`src/rtl/lsel_pkg.sv`:
```
package lsel_pkg;

    localparam int LAT_W     = 8;
    localparam int ID_W      = 4;
    localparam int AVG_SHIFT = 3;
    localparam int ACC_W     = LAT_W + AVG_SHIFT;

    typedef enum logic {LAYER_DIE = 1'b0, LAYER_IP = 1'b1} layer_e;
    typedef enum logic {CLS_COH = 1'b0, CLS_MEM = 1'b1} cls_e;

    typedef struct packed {
        cls_e            cls;
        logic [ID_W-1:0] src;
        logic [ID_W-1:0] dst;
    } desc_t;

    typedef struct packed {
        logic [LAT_W-1:0] thresh;
        logic             express_en;
        logic             balance_en;
    } cfg_t;

    function automatic logic over_margin(input logic [LAT_W-1:0] die_est,
                                         input logic [LAT_W-1:0] ip_est,
                                         input logic [LAT_W-1:0] margin);
        logic [LAT_W:0] lhs;
        logic [LAT_W:0] rhs;
        lhs = {1'b0, die_est};
        rhs = {1'b0, ip_est} + {1'b0, margin};
        return lhs > rhs;
    endfunction

endpackage

```
`src/rtl/lsel_lat_avg.sv`:
```
module lsel_lat_avg
    import lsel_pkg::*;
(
    input  logic             clk,
    input  logic             rst,
    input  logic             upd,
    input  logic [LAT_W-1:0] sample,
    output logic [LAT_W-1:0] estimate
);
    logic [ACC_W-1:0] acc;

    always_ff @(posedge clk) begin
        if (rst) begin
            acc <= '0;
        end else if (upd) begin
            acc <= acc - (acc >> AVG_SHIFT) + ACC_W'(sample);
        end
    end

    assign estimate = acc[ACC_W-1:AVG_SHIFT];
endmodule

```
`src/rtl/lsel_path_table.sv`:
```
module lsel_path_table
    import lsel_pkg::*;
#(
    parameter int          NUM_DST       = 1 << ID_W,
    parameter logic [NUM_DST-1:0] ELIGIBLE_MASK = '0,
    parameter logic [NUM_DST-1:0] SHORT_MASK    = '0
) (
    input  logic [ID_W-1:0] dst,
    output logic            eligible,
    output logic            shorter
);
    assign eligible = ELIGIBLE_MASK[dst];
    assign shorter  = SHORT_MASK[dst];
endmodule

```
`src/rtl/lsel_policy.sv`:
```
module lsel_policy
    import lsel_pkg::*;
(
    input  cls_e             cls,
    input  logic             eligible,
    input  logic             shorter,
    input  cfg_t             cfg,
    input  logic [LAT_W-1:0] die_est,
    input  logic [LAT_W-1:0] ip_est,
    output layer_e           layer
);
    always_comb begin
        layer = LAYER_DIE;
        if (cls == CLS_MEM) begin
            layer = LAYER_IP;
        end else if (eligible) begin
            if (cfg.express_en && shorter) begin
                layer = LAYER_IP;
            end else if (cfg.balance_en && over_margin(die_est, ip_est, cfg.thresh)) begin
                layer = LAYER_IP;
            end
        end
    end
endmodule

```
`src/rtl/layer_select.sv`:
```
module layer_select
    import lsel_pkg::*;
#(
    parameter int                      NUM_DST       = 1 << ID_W,
    parameter logic [NUM_DST-1:0]      ELIGIBLE_MASK = 16'h03F7,
    parameter logic [NUM_DST-1:0]      SHORT_MASK    = 16'h0C0C,
    parameter logic [LAT_W-1:0]        THRESH_RESET  = 8'd10
) (
    input  logic             clk,
    input  logic             rst,
    input  logic             in_valid,
    output logic             in_ready,
    input  logic             in_cls,
    input  logic [ID_W-1:0]  in_src,
    input  logic [ID_W-1:0]  in_dst,
    output logic             out_valid,
    input  logic             out_ready,
    output logic             out_cls,
    output logic [ID_W-1:0]  out_src,
    output logic [ID_W-1:0]  out_dst,
    output logic             out_layer,
    input  logic             smp_valid,
    input  logic             smp_layer,
    input  logic [LAT_W-1:0] smp_lat,
    input  logic             cfg_we,
    input  logic [LAT_W-1:0] cfg_thresh,
    input  logic             cfg_express,
    input  logic             cfg_balance
);
    localparam int NUM_LAYERS = 2;

    cfg_t             cfg_q;
    desc_t            desc_q;
    layer_e           layer_q;
    logic             valid_q;
    logic [LAT_W-1:0] est [NUM_LAYERS];
    logic             eligible;
    logic             shorter;
    layer_e           layer_d;
    desc_t            desc_in;

    assign desc_in = '{cls: cls_e'(in_cls), src: in_src, dst: in_dst};

    for (genvar g = 0; g < NUM_LAYERS; g++) begin : g_avg
        lsel_lat_avg u_avg (
            .clk      (clk),
            .rst      (rst),
            .upd      (smp_valid && (smp_layer == 1'(g))),
            .sample   (smp_lat),
            .estimate (est[g])
        );
    end

    lsel_path_table #(
        .NUM_DST       (NUM_DST),
        .ELIGIBLE_MASK (ELIGIBLE_MASK),
        .SHORT_MASK    (SHORT_MASK)
    ) u_tab (
        .dst      (in_dst),
        .eligible (eligible),
        .shorter  (shorter)
    );

    lsel_policy u_pol (
        .cls      (desc_in.cls),
        .eligible (eligible),
        .shorter  (shorter),
        .cfg      (cfg_q),
        .die_est  (est[LAYER_DIE]),
        .ip_est   (est[LAYER_IP]),
        .layer    (layer_d)
    );

    always_ff @(posedge clk) begin
        if (rst) begin
            cfg_q <= '{thresh: THRESH_RESET, express_en: 1'b0, balance_en: 1'b1};
        end else if (cfg_we) begin
            cfg_q <= '{thresh: cfg_thresh, express_en: cfg_express, balance_en: cfg_balance};
        end
    end

    assign in_ready = !valid_q || out_ready;

    always_ff @(posedge clk) begin
        if (rst) begin
            valid_q <= 1'b0;
            desc_q  <= '0;
            layer_q <= LAYER_DIE;
        end else if (in_ready) begin
            valid_q <= in_valid;
            if (in_valid) begin
                desc_q  <= desc_in;
                layer_q <= layer_d;
            end
        end
    end

    assign out_valid = valid_q;
    assign out_cls   = desc_q.cls;
    assign out_src   = desc_q.src;
    assign out_dst   = desc_q.dst;
    assign out_layer = layer_q;
endmodule

```
`config.mk`:
```
export PLATFORM = sky130hd
export DESIGN_NAME = layer_select
export DESIGN_NICKNAME = d
export VERILOG_FILES = /design/src/rtl/lsel_pkg.sv /design/src/rtl/lsel_lat_avg.sv /design/src/rtl/lsel_path_table.sv /design/src/rtl/lsel_policy.sv /design/src/rtl/layer_select.sv
export SDC_FILE = /design/constraint.sdc
export NUM_CORES = 1
export LEC_CHECK = 0
export BUFFER_PORTS_ARGS = -buffer_cell sky130_fd_sc_hd__buf_2
export CORE_UTILIZATION = 40
export DETAILED_ROUTE_END_ITERATION = 8
export PLACE_DENSITY = 0.57
export SLEW_MARGIN = 20
export SYNTH_ARGS = -nofsm -noshare
export SYNTH_HDL_FRONTEND = slang
export SYNTH_SLANG_ARGS = --single-unit
export TNS_END_PERCENT = 50
```
`constraint.sdc`:
```
create_clock -name clk -period 5.4 [get_ports clk]
set_input_delay 1.62 -clock clk [delete_from_list [all_inputs] [get_ports clk]]
set_output_delay 1.62 -clock clk [all_outputs]
set_load 0.02 [all_outputs]
```
Word level (Yosys, flattened, before mapping). Memory sizes are Yosys's and may differ from the RTL's. Cells that the tools add are included.

Flip-flop bits (word level): 43. Bits in latches: 0. Memory bits (writable): 0. ROM bits: 32. Input bits: 34. Output and inout port bits: 12. Word-level logic and storage cells: 33. Memories kept: 2.

Memory list: (no name shown) (depth 16, bits a word 1, read ports 1, clocked after Yosys merged registers in 0, wr ports 0, RTL line lsel_path_table.sv:13) `assign shorter = SHORT_MASK[dst];`; (no name shown) (depth 16, bits a word 1, read ports 1, clocked after Yosys merged registers in 0, wr ports 0, RTL line lsel_path_table.sv:12) `assign eligible = ELIGIBLE_MASK[dst];`.

$add $sub $neg: 5. Multipliers: 0. Divide/modulo/power cells: 0. Magnitude comparators: 2. Equal/unequal tests: 0. Shifts and indexed selects: 0. Mux-type cells: 6. Bitwise operators: 1. Reductions and logical operators: 7.

Operators with widths (number): $add 11x8->11 (2); $sub 11x8->11 (2); $add 8x8->9 (1); $gt 8x9->1 (1); $mux 1 (6); $lt 4x5->1 const B (1); $logic_and 1x1->1 (4); $reduce_and 2->1 (1); $logic_not 1->1 (1); $logic_or 1x1->1 (1); $not 1->1 (1).

Longest topological paths before layout. Gate-level depths: netlist of the first run.

Depth after elaboration: 7. Mapped depth: 14. Gate-level depth less buffers: 14.

Hierarchy. From an unflattened synthesis of the first run, not the netlist that was laid out.

Cell total of the unflattened synthesis: 446. Area total of the unflattened synthesis: 3811.2 um2.

By module, submodules not included: lsel_lat_avg at g_avg[0].u_avg (times used 1, cells each 150, area an instance 1221.2 um2, seq. area each 220.2 um2); lsel_lat_avg at g_avg[1].u_avg (times used 1, cells each 150, area an instance 1208.7 um2, seq. area each 220.2 um2); layer_select (times used 1, cells each 83, area an instance 869.6 um2, seq. area each 420.4 um2); lsel_policy (times used 1, cells each 60, area an instance 493.0 um2, seq. area each 0.0 um2); lsel_path_table (times used 1, cells each 3, area an instance 18.8 um2, seq. area each 0.0 um2).

Least setup slack after synthesis of the first run. Ideal clock, no wire load.

Kind: input -> register. Start point: input port smp_lat[2]. End point: register g_avg[1].u_avg.acc[10]. Library setup time: 123 ps. Arrival time: 3746 ps. Required time: 5277 ps. Slack: 1531 ps. Stages on the path: 9. Path buffers: 0. Cells stage by stage: inv_1 -> fa_1 -> inv_1 -> ha_1 -> nor2b_4 -> o31a_4 -> o311ai_2 -> mux2i_1 -> mux2_1.

Longest elaborated chain between the ends: 1.

Ends and longest elaborated chain: start, declared (RTL line layer_select.sv:24) `input logic [LAT_W-1:0] smp_lat,`; $add 11x8->11 (RTL line lsel_lat_avg.sv:16) `acc <= acc - (acc >> AVG_SHIFT) + ACC_W'(sample);`; end signal, assigned (RTL line lsel_lat_avg.sv:16); end, declared (RTL line lsel_lat_avg.sv:10) `logic [ACC_W-1:0] acc;`.

No other way between the ends. A chain may end at the register's enable or synchronous reset.

Worst setup path after layout of the first run.
Start point: input port out_ready. End point: output port in_ready.

Longest elaborated chain between the ends: 1.

Ends and longest elaborated chain: start, declared (RTL line layer_select.sv:17) `input logic out_ready,`; $logic_or 1x1->1 (RTL line layer_select.sv:82) `assign in_ready = !valid_q || out_ready;`; end, declared (RTL line layer_select.sv:12) `output logic in_ready,`.

No other way between the ends.

==> results of run 1 <==
-- state kept, by name, summed over array words and instances (netlist names) --
| name | flops |
|---|---|
| out_dst | 4 |
| out_cls | 1 |
| cfg_q | 10 |
| g_avg.u_avg.acc | 22 |
| out_layer | 1 |
| out_src | 4 |
| out_valid | 1 |
-- power by group --
part | internal [W] | leakage, nW | switching, W
logic | 0.000614 | 1.44 | 0.000764
registers | 0.000376 | 0.354 | 0.0000692
clock network | 0.0000907 | 0.0412 | 0.000121
-- cell type report --
| cell class | instances | area [sq um] | area share, % |
|---|---|---|---|
| multi-input cells | 303 | 2320 | 59.6 |
| flip-flops and latches | 43 | 861 | 22.1 |
| inverters | 71 | 267 | 6.83 |
| repair buffers | 46 | 233 | 5.97 |
| well taps | 105 | 131 | 3.37 |
| clock buffers | 6 | 72.6 | 1.86 |
| clock inverters | 2 | 12.5 | 0.321 |
-- metrics by stage --
step | hold slack (ns) | setup WS (ns) | instance area [sq um] | total power [W] | util (%)
6_report | 0.455 | 1.47 | 3900 | 0.00204 | 46.8
4_1_cts | 0.459 | 1.46 | 3900 | 0.00204 | 46.8
2_1_floorplan | 0.432 | 1.53 | 3490 | 0.00155 | -
3_5_place_dp | 0.446 | 1.29 | 3820 | 0.00182 | 45.8
5_1_grt | 0.479 | 1.40 | 3900 | 0.00227 | 46.8
3_3_place_gp | 0.440 | 1.35 | 3820 | 0.00180 | 45.8
-- worst min path at each step --
stage,startpoint,cells past startpoint,slack (ns),endpoint
final,g_avg[1].u_avg.acc[0]$_SDFFE_PP0P_,2,0.46,g_avg[1].u_avg.acc[0]$_SDFFE_PP0P_
after global routing,g_avg[1].u_avg.acc[0]$_SDFFE_PP0P_,2,0.48,g_avg[1].u_avg.acc[0]$_SDFFE_PP0P_
after CTS,g_avg[1].u_avg.acc[0]$_SDFFE_PP0P_,2,0.46,g_avg[1].u_avg.acc[0]$_SDFFE_PP0P_
after detailed placement,g_avg[1].u_avg.acc[0]$_SDFFE_PP0P_,2,0.45,g_avg[1].u_avg.acc[0]$_SDFFE_PP0P_
after global placement,out_dst[2]$_SDFFE_PP0P_,2,0.44,out_dst[2]$_SDFFE_PP0P_
after floorplan,g_avg[0].u_avg.acc[2]$_SDFFE_PP0P_,2,0.43,g_avg[0].u_avg.acc[2]$_SDFFE_PP0P_
-- Yosys cell counts, types with 9 or more instances --
cell type,count,share of area [%]
fa_1,17,9.7
a211oi_1,11,2.4
nand2_1,35,3.8
ha_1,38,14
inv_1,71,7.6
nor2_1,32,3.4
nor3_1,9,1.3
dfxtp_1,43,25
o21ai_0,12,1.7
a21oi_1,36,5.2
mux2i_1,12,3.4
nand3_1,19,2.7
xor2_1,10,2.5
-- cell families (layout without fill, tap and decap cells) --
family | after synthesis | in the layout | share of synthesized area, %
AND/OR/NAND/NOR | 122 | 122 | 17.0
AO/OA/AOI/OAI | 98 | 98 | 18.7
buffers and inverters | 82 | 125 | 8.81
adder cells (fa/ha/maj) | 55 | 55 | 23.4
flip-flops | 43 | 43 | 24.6
XOR/XNOR | 15 | 15 | 3.76
multiplexers | 13 | 13 | 3.76
-- metal layers --
metal / wire [um] / vias up / GRT usage (%)
met5: 0 / - / 0
met4: 62 / 0 / 4.48
met3: 372 / 5 / 3.19
met2: 3540 / 76 / 32.4
met1: 4130 / 1386 / 26.2
li1: - / 1534 / -
-- worst max-delay path, delay by kind of cell --
family                 cells  cell delay [ns]
and+or+nand+nor            1             0.37
buffers and inverters      2             0.32
==> impl_results.md, run 1 <==
- Worst flop-to-flop path endpoint: out_layer$_SDFFE_PP0P_
- Initial antenna violation count: 0
- Root buffer cell: clkbuf_8
- Post-CTS Setup Inserts: 0
- Most frequent cells in the layout: 71 x inv_1, 45 x buf_2, 43 x dfxtp_1
- Final TNS setup: 0 ns
- Core Region: 8340 sq um
- First-pass GRT wire length: 13600 um
- Hold_buf cts: 0
- Status: complete, no violations
- Crit path capture type: output pin
- FP Rows: 33
- Vias: 3001
- Total track usage: 19.5%
- Vias per std cell: 5.21
- Final Hold Fails: 0
- Die Y: between 90 and 100 um
- Slew @ Worst Pin: 0.916 ns
- Placer Congestion: around 0.86
- Mapped Cells: 428
- DR WL/cell: between 10 and 15 um
- Reg-to-reg critical path startpoint: g_avg[1].u_avg.acc[3]$_SDFFE_PP0P_
- Worst-path clk slew: ~0.080 ns
- Layout Skew: ~0.0093 ns
- Cells along the critical path: buf_2, nand2b_1, buf_2
- Min cycle time layout: 3.93 ns
- Starting DRT DRC Count: 149
- Syn-to-layout area delta: 11.7%
- Commonest non-fill, non-tap cell in the layout: inv_1
- Clock sink total: 43
- Worst setup startpoint: out_ready
- Worst-Skew Late Latency: 0.31 ns
- Number of buffers created by CTS: 5
- ANT nets after route: 0
- Unrepaired setup endpoints after global routing: no
- # setup viols final: 0
- PostCTS Resize Cnt: 0
- H-tree lvl count: 2
- Share of cells above drive strength 1: ~13%
- Worst Reg2Reg Path Length in Cells: 14
- Pin count of the biggest net entering global routing: 46
- Dpl cells: approximately 570
- Seq/Total Area, Yosys: approximately a quarter
- Peak VDD IR: 214 uV
- Primary FF master, synth: dfxtp_1
- Final cell count without fillers: ~580
- CP most frequent cell: buf_2
- Critical path peak fanout: 13
- Drt first pass iters: 4
- Number of fill cells: 851
- EDFF count, synth: 0
- Worst Path Arrival: between 2 and 2.5 ns
- Post-synth design cell area: between 3000 and 4000 sq um
- #FFs+latches synth: 43
- Port Buffer Count: 45
- Total wire length: 8100 um
- Async set-or-reset flop fraction in the synthesized netlist: 0%
- Clock Tree Buf Depth: 2
- Slowest cell on crit path: nand2b_1
- Die extent in x: 95.5 um
- Power per cell area: 522 nW/um^2
- Max-capacitance violation count: 0
- Final-report max-slew violation count: 0
- Nets: 559
- Die Footprint: 9110 sq um
- CP required: 3.78 ns
- Crit Path Class: input pin to output pin
- Synth warn: 0
- Syn_nets: 517
- Syn Area/Cell: between 8 and 9 sq um
- Leak: 1.83 nW
- Largest stage delay, worst path: 0.37 ns
- Yosys cell types: 52
- Flop2flop setup slack: 2.37 ns
- Final period util: 72.8%
- FMAX: 254 MHz
- I/O pins: 46
- Inserted Diodes: 0
- Hpwl dp: around 6300 um
- TritonCTS clock tree: done
- Vias in the first global route: 2894
- DR DRC count: 0
- Worst slew margin: just under 40%
- Worst Hold Class: flip-flop to flip-flop
- Startpoint Class: input pin
- Global route overflow: 0
- End point of the critical path: in_ready
- Initial Util: 41.9%
Power figures use the tool's default switching activity.
==> inputs of run 2 (changes only) <==
--- a/config.mk
+++ b/config.mk
@@ -8,7 +8,7 @@
 export BUFFER_PORTS_ARGS = -buffer_cell sky130_fd_sc_hd__buf_2
 export CORE_UTILIZATION = 40
 export DETAILED_ROUTE_END_ITERATION = 8
-export PLACE_DENSITY = 0.57
+export PLACE_DENSITY = 0.59
 export SLEW_MARGIN = 20
 export SYNTH_ARGS = -nofsm -noshare
 export SYNTH_HDL_FRONTEND = slang
==> constraint.sdc (replaced) <==
create_clock -name clk -period 3.4 [get_ports clk]
set_input_delay 1.02 -clock clk [delete_from_list [all_inputs] [get_ports clk]]
set_output_delay 1.02 -clock clk [all_outputs]
set_load 0.02 [all_outputs]
==> impl_results.md, run 2 (same netlist as run 1, synthesis figures left out) <==
- PostCTS Resize Cnt: 0 (unchanged)
- Peak VDD IR: 297 uV (+39%)
- First-pass GRT wire length: 13500 um (-0.86%)
- Worst slew margin: 58.6% (+20 points)
- Final period util: 92.2%
- Post-CTS Setup Inserts: 0 (unchanged)
- FP Rows: 33 (unchanged)
- Die extent in x: 95.5 um (unchanged)
- Initial Util: 41.9% (unchanged)
- Die Y: 95.5 um (unchanged)
- Clock Tree Buf Depth: 2 (unchanged)
- Hpwl dp: 6410 um (+1.6%)
- Number of fill cells: 838 (-1.5%)
- Slowest cell on crit path: fa_1
- # setup viols final: 0 (unchanged)
- Critical path peak fanout: 4 (-9)
- Most frequent cells in the layout: 71 x inv_1, 45 x buf_2, 43 x dfxtp_1
- Starting DRT DRC Count: 82 (-45%)
- Pin count of the biggest net entering global routing: 32 (-30%)
- Clock sink total: 43 (unchanged)
- Number of buffers created by CTS: 5 (unchanged)
- Inserted Diodes: 0 (unchanged)
- Leak: 1.89 nW (+3.4%)
- Vias per std cell: 5.20 (-0.19%)
- Share of cells above drive strength 1: 14.6% (+1.8 points)
- Commonest non-fill, non-tap cell in the layout: inv_1
- CP top delay family: adder cells
- ANT nets after route: 0 (unchanged)
- Vias: 3042 (+1.4%)
- Hold_buf cts: 0 (unchanged)
- Final-report max-slew violation count: 0 (unchanged)
- Final Hold Fails: 0 (unchanged)
- H-tree lvl count: 2 (unchanged)
- Startpoint Class: input pin
- Crit Path Class: input pin to flip-flop
- Layout Skew: 0.00665 ns (-0.00264 ns)
- TritonCTS clock tree: done
- DR WL/cell: 13.9 um (-1.4%)
- Min cycle time layout: 3.14 ns
- Port Buffer Count: 45 (unchanged)
- Cells along the critical path: buf_2, inv_1, fa_1, inv_1, ha_1, nor2b_4, o31a_4, o311ai_2, mux2i_1, mux2_1
- Placer Congestion: 0.786 (-8.2%)
- Regs by FF count: g_avg.u_avg.acc x22, cfg_q x10
- Final worst slack: 0.264 ns (-1.21 ns)
- Max-capacitance violation count: 0 (unchanged)
- I/O pins: 46 (unchanged)
- Largest stage delay, worst path: 0.54 ns (+0.17 ns)
- Total wire length: 8120 um (+0.17%)
- Initial antenna violation count: 0 (unchanged)
- Syn-to-layout area delta: 14.4%
- Register bank with the most flops: g_avg.u_avg.acc
- Worst Path Arrival: 3.33 ns (+1.02 ns)
- DR DRC count: 0 (unchanged)
- Total track usage: 19.5% (+0.026 points)
- Crit path capture type: flip-flop
- Global route overflow: 0 (unchanged)
- DP Worst Slack: -0.0470 ns (-1.34 ns)
- Worst-path clk slew: 0.09 ns (about the same)
- Slew @ Worst Pin: 0.621 ns (-0.295 ns)
- Root buffer cell: clkbuf_8
- Largest register FFs: 22 (unchanged)
- Buf+Inv Stages, Crit Path: 3 (+1)
- FMAX: about 320 MHz
- Power per cell area: 863 nW/um^2 (+65%)
- Nets: 568 (+1.6%)
- CP most frequent cell: inv_1
- Vias in the first global route: 2891 (-0.10%)
- Core Util, Final: 47.9% (+1.1 points)
- Flop2flop setup slack: 0.32 ns (-2.05 ns)
- Worst Hold Class: flip-flop to flip-flop
- Unrepaired setup endpoints after global routing: no
- Die Footprint: 9110 sq um (unchanged)
- Drt first pass iters: 4 (unchanged)
- Worst-Skew Late Latency: 0.30 ns (about the same)
- Status: complete, no violations
- Core Region: 8340 sq um (unchanged)
- CP required: 3.59 ns (-0.19 ns)
[run 2: cell types whose count changed in the layout (fill, tap and decap cells not counted)]
| cell | change |
|---|---|
| buf_4 | +9 |
| bufinv_16 | +1 |
| clkbuf_1 | -1 |
| clkinv_4 | +1 |
| clkinvlp_4 | -1 |
[run 2: final timing paths]
path                                            from                                   to  cells after the start
hold reg to reg   g_avg[0].u_avg.acc[2]$_SDFFE_PP0P_   g_avg[0].u_avg.acc[2]$_SDFFE_PP0P_                      2
setup reg to reg  g_avg[1].u_avg.acc[3]$_SDFFE_PP0P_               out_layer$_SDFFE_PP0P_                     14
setup / recovery                          smp_lat[2]  g_avg[1].u_avg.acc[10]$_SDFFE_PP0P_                     10
hold / removal    g_avg[0].u_avg.acc[2]$_SDFFE_PP0P_   g_avg[0].u_avg.acc[2]$_SDFFE_PP0P_                      2
[run 2: layout make-up]
| class | count | area (sq um) | area share (%) |
|---|---|---|---|
| tap | 105 | 131 | 3.29 |
| clock buffer | 5 | 68.8 | 1.72 |
| multi-input combinational | 303 | 2320 | 58.2 |
| sequential | 43 | 861 | 21.5 |
| inverter | 71 | 267 | 6.67 |
| timing repair buffer | 55 | 300 | 7.51 |
| clock inverter | 3 | 43.8 | 1.10 |
[run 2: power breakdown]
part           internal (W)  switching (W)  total, W
clock network      0.000219       0.000198  0.000417
logic               0.00109        0.00124   0.00233
registers          0.000597       0.000109  0.000706
total               0.00191        0.00154   0.00345
[run 2: routing by layer]
metal / vias up / share of wire [%] / GRT usage, %
met2: 56 / 45 / 33.3
li1: 1554 / - / -
met3: 2 / 4.1 / 3.83
met5: - / 0 / 0
met4: 0 / 0.52 / 3.86
met1: 1430 / 51 / 25.5
[run 2: stage by stage]
step | hold slack, ns | instances | setup TNS, ns | total power, W | instance area (sq um)
after floorplan | 0.432 | 428 | 0 | 0.00246 | 3490
after global placement | 0.439 | 577 | -0.0416 | 0.00299 | 3880
after detailed placement | 0.446 | 577 | -0.0470 | 0.00303 | 3880
after CTS | 0.459 | 585 | 0 | 0.00348 | 4000
after global routing | 0.479 | 585 | 0 | 0.00385 | 4000
final | 0.455 | 585 | 0 | 0.00345 | 4000
[run 2: worst min-delay path, delay by kind of cell (launching register included)]
family | cells | cell delay [ns]
DFF | 1 | 0.32
and+or+nand+nor | 1 | 0.05
AOI/OAI and AO/OA | 1 | 0.05
==> inputs of run 3 (changes only) <==
--- a/config.mk
+++ b/config.mk
@@ -8,6 +8,7 @@
 export BUFFER_PORTS_ARGS = -buffer_cell sky130_fd_sc_hd__buf_2
 export CORE_UTILIZATION = 40
 export DETAILED_ROUTE_END_ITERATION = 8
+export GPL_TIMING_DRIVEN = 0
 export PLACE_DENSITY = 0.59
 export SLEW_MARGIN = 20
 export SYNTH_ARGS = -nofsm -noshare
==> impl_results.md, run 3 (same netlist as run 1, synthesis figures left out) <==
- Status: complete, no violations
- Max-capacitance violation count: 0 (unchanged)
- Die Footprint: 9110 sq um (unchanged)
- Worst Path Arrival: 3.39 ns (+0.06 ns)
- Share of cells above drive strength 1: 12.3% (-2.3 points)
- Vias: 2987 (-1.8%)
- Worst slew margin: 52.8% (-5.8 points)
- ANT nets after route: 0 (unchanged)
- H-tree lvl count: 2 (unchanged)
- Startpoint Class: input pin
- # setup viols final: 0 (unchanged)
- Final worst slack: 0.207 ns (-0.0568 ns)
- Worst-path clk slew: 0.09 ns (about the same)
- Min cycle time layout: 3.19 ns (+0.0568 ns)
- Hold_buf cts: 0 (unchanged)
- Slew @ Worst Pin: 0.709 ns (+0.0873 ns)
- Regs by FF count: g_avg.u_avg.acc x22, cfg_q x10
- Critical path peak fanout: 4 (unchanged)
- Register bank with the most flops: g_avg.u_avg.acc
- Starting DRT DRC Count: 104 (+27%)
- Layout Skew: 0.0115 ns (+0.00489 ns)
- Most frequent cells in the layout: 71 x inv_1, 44 x buf_2, 43 x dfxtp_1
- Final Hold Fails: 0 (unchanged)
- Vias per std cell: 5.11 (-1.8%)
- Core Region: 8340 sq um (unchanged)
- CP required: 3.60 ns (about the same)
- DP Worst Slack: -0.143 ns (-0.0960 ns)
- I/O pins: 46 (unchanged)
- Placed cell area: 3840 sq um (-1.0%)
- Number of buffers created by CTS: 5 (unchanged)
- FP Rows: 33 (unchanged)
- Clock sink total: 43 (unchanged)
- Post-CTS Setup Inserts: 0 (unchanged)
- Worst Hold Class: flip-flop to flip-flop
- Pin count of the biggest net entering global routing: 15 (-53%)
- Root buffer cell: clkbuf_8
- Drt first pass iters: 4 (unchanged)
- Design Power: 0.00331 W (-4.1%)
- Leak: 1.85 nW (-2.2%)
- Total track usage: 19.9% (+0.42 points)
- PostCTS Resize Cnt: 0 (unchanged)
- Vias in the first global route: 2953 (+2.1%)
- Syn-to-layout area delta: 13.3%
- Final period util: 93.9% (+1.7 points)
- First-pass GRT wire length: 13800 um (+2.3%)
- Placer Congestion: 0.824 (+4.9%)
- DR DRC count: 0 (unchanged)
- DR WL/cell: 14.1 um (+1.7%)
- Crit Path Class: input pin to flip-flop
- Largest register FFs: 22 (unchanged)
- Peak VDD IR: 301 uV (+1.4%)
- FMAX: 313 MHz (-1.8%)
- Core Util, Final: 47.4% (-0.47 points)
- Inserted Diodes: 0 (unchanged)
- Die Y: 95.5 um (unchanged)
- Power per cell area: 836 nW/um^2 (-3.2%)
- Total wire length: 8260 um (+1.7%)
- Final Cell Area: 3960 sq um (-0.97%)
- TritonCTS clock tree: done
- Initial Util: 41.9% (unchanged)
- Hpwl dp: 6720 um (+4.8%)
- Global route overflow: 0 (unchanged)
- Crit path capture type: flip-flop
- Die extent in x: 95.5 um (unchanged)
- Nets: 568 (unchanged)
- Port Buffer Count: 44 (-2.2%)
- Hold slack: 0.454 ns (-0.000991 ns)
- Initial antenna violation count: 0 (unchanged)
- Clock Tree Buf Depth: 2 (unchanged)
- Commonest non-fill, non-tap cell in the layout: inv_1
- Unrepaired setup endpoints after global routing: no
- Final-report max-slew violation count: 0 (unchanged)
- Worst-Skew Late Latency: 0.31 ns (about the same)
run 3: changes by cell type in the layout (fill, tap and decap cells not counted), sizes merged:
cell	before	now
buf	55	47
clkbuf	5	13
run 3: cell type report:
class | count | area [sq um]
multi-input combinational | 303 | 2320
tap | 105 | 131
sequential | 43 | 861
clock inverter | 3 | 43.8
inverter | 71 | 267
buffer | 11 | 41.3
clock buffer | 5 | 68.8
fill | 883 | 4380
timing repair buffer | 44 | 220
run 3: per-stage QoR:
| stage | setup TNS, ns | std cells |
|---|---|---|
| 2_1_floorplan | 0 | 428 |
| 3_3_place_gp | -0.241 | 577 |
| 3_5_place_dp | -0.263 | 577 |
| 4_1_cts | 0 | 585 |
| 5_1_grt | 0 | 585 |
| 6_report | 0 | 585 |
run 3: worst paths after layout:
path | to | slack (ns) | start | cells past startpoint
max | g_avg[1].u_avg.acc[10]$_SDFFE_PP0P_ | 0.21 | smp_lat[5] | 10
min | out_src[0]$_SDFFE_PP0P_ | 0.45 | out_src[0]$_SDFFE_PP0P_ | 2
max reg2reg | out_layer$_SDFFE_PP0P_ | 0.49 | g_avg[1].u_avg.acc[3]$_SDFFE_PP0P_ | 14
min reg2reg | out_src[0]$_SDFFE_PP0P_ | 0.45 | out_src[0]$_SDFFE_PP0P_ | 2
run 3: power breakdown:
group	internal, W	total (W)	switching (W)
logic	0.000976	0.00219	0.00121
clock network	0.000219	0.000420	0.000201
registers	0.000597	0.000702	0.000105
total	0.00179	0.00331	0.00152
run 3: routing by layer:
| layer | vias to the layer above | wire length, um | track usage [%] |
|---|---|---|---|
| li1 | 1551 | - | - |
| met1 | 1370 | 4020 | 25.9 |
| met2 | 61 | 3850 | 34.8 |
| met3 | 5 | 337 | 3.03 |
| met4 | 0 | 47 | 3.98 |
| met5 | - | 0 | 0 |
run 3: worst max-delay path, stage by stage:
cell	delay [ns]
buf_2	0.07
inv_1	0.09
fa_1	0.54
inv_1	0.04
ha_1	0.32
nor3_1	0.57
nand2b_4	0.08
o311ai_2	0.10
mux2i_1	0.24
mux2_1	0.33
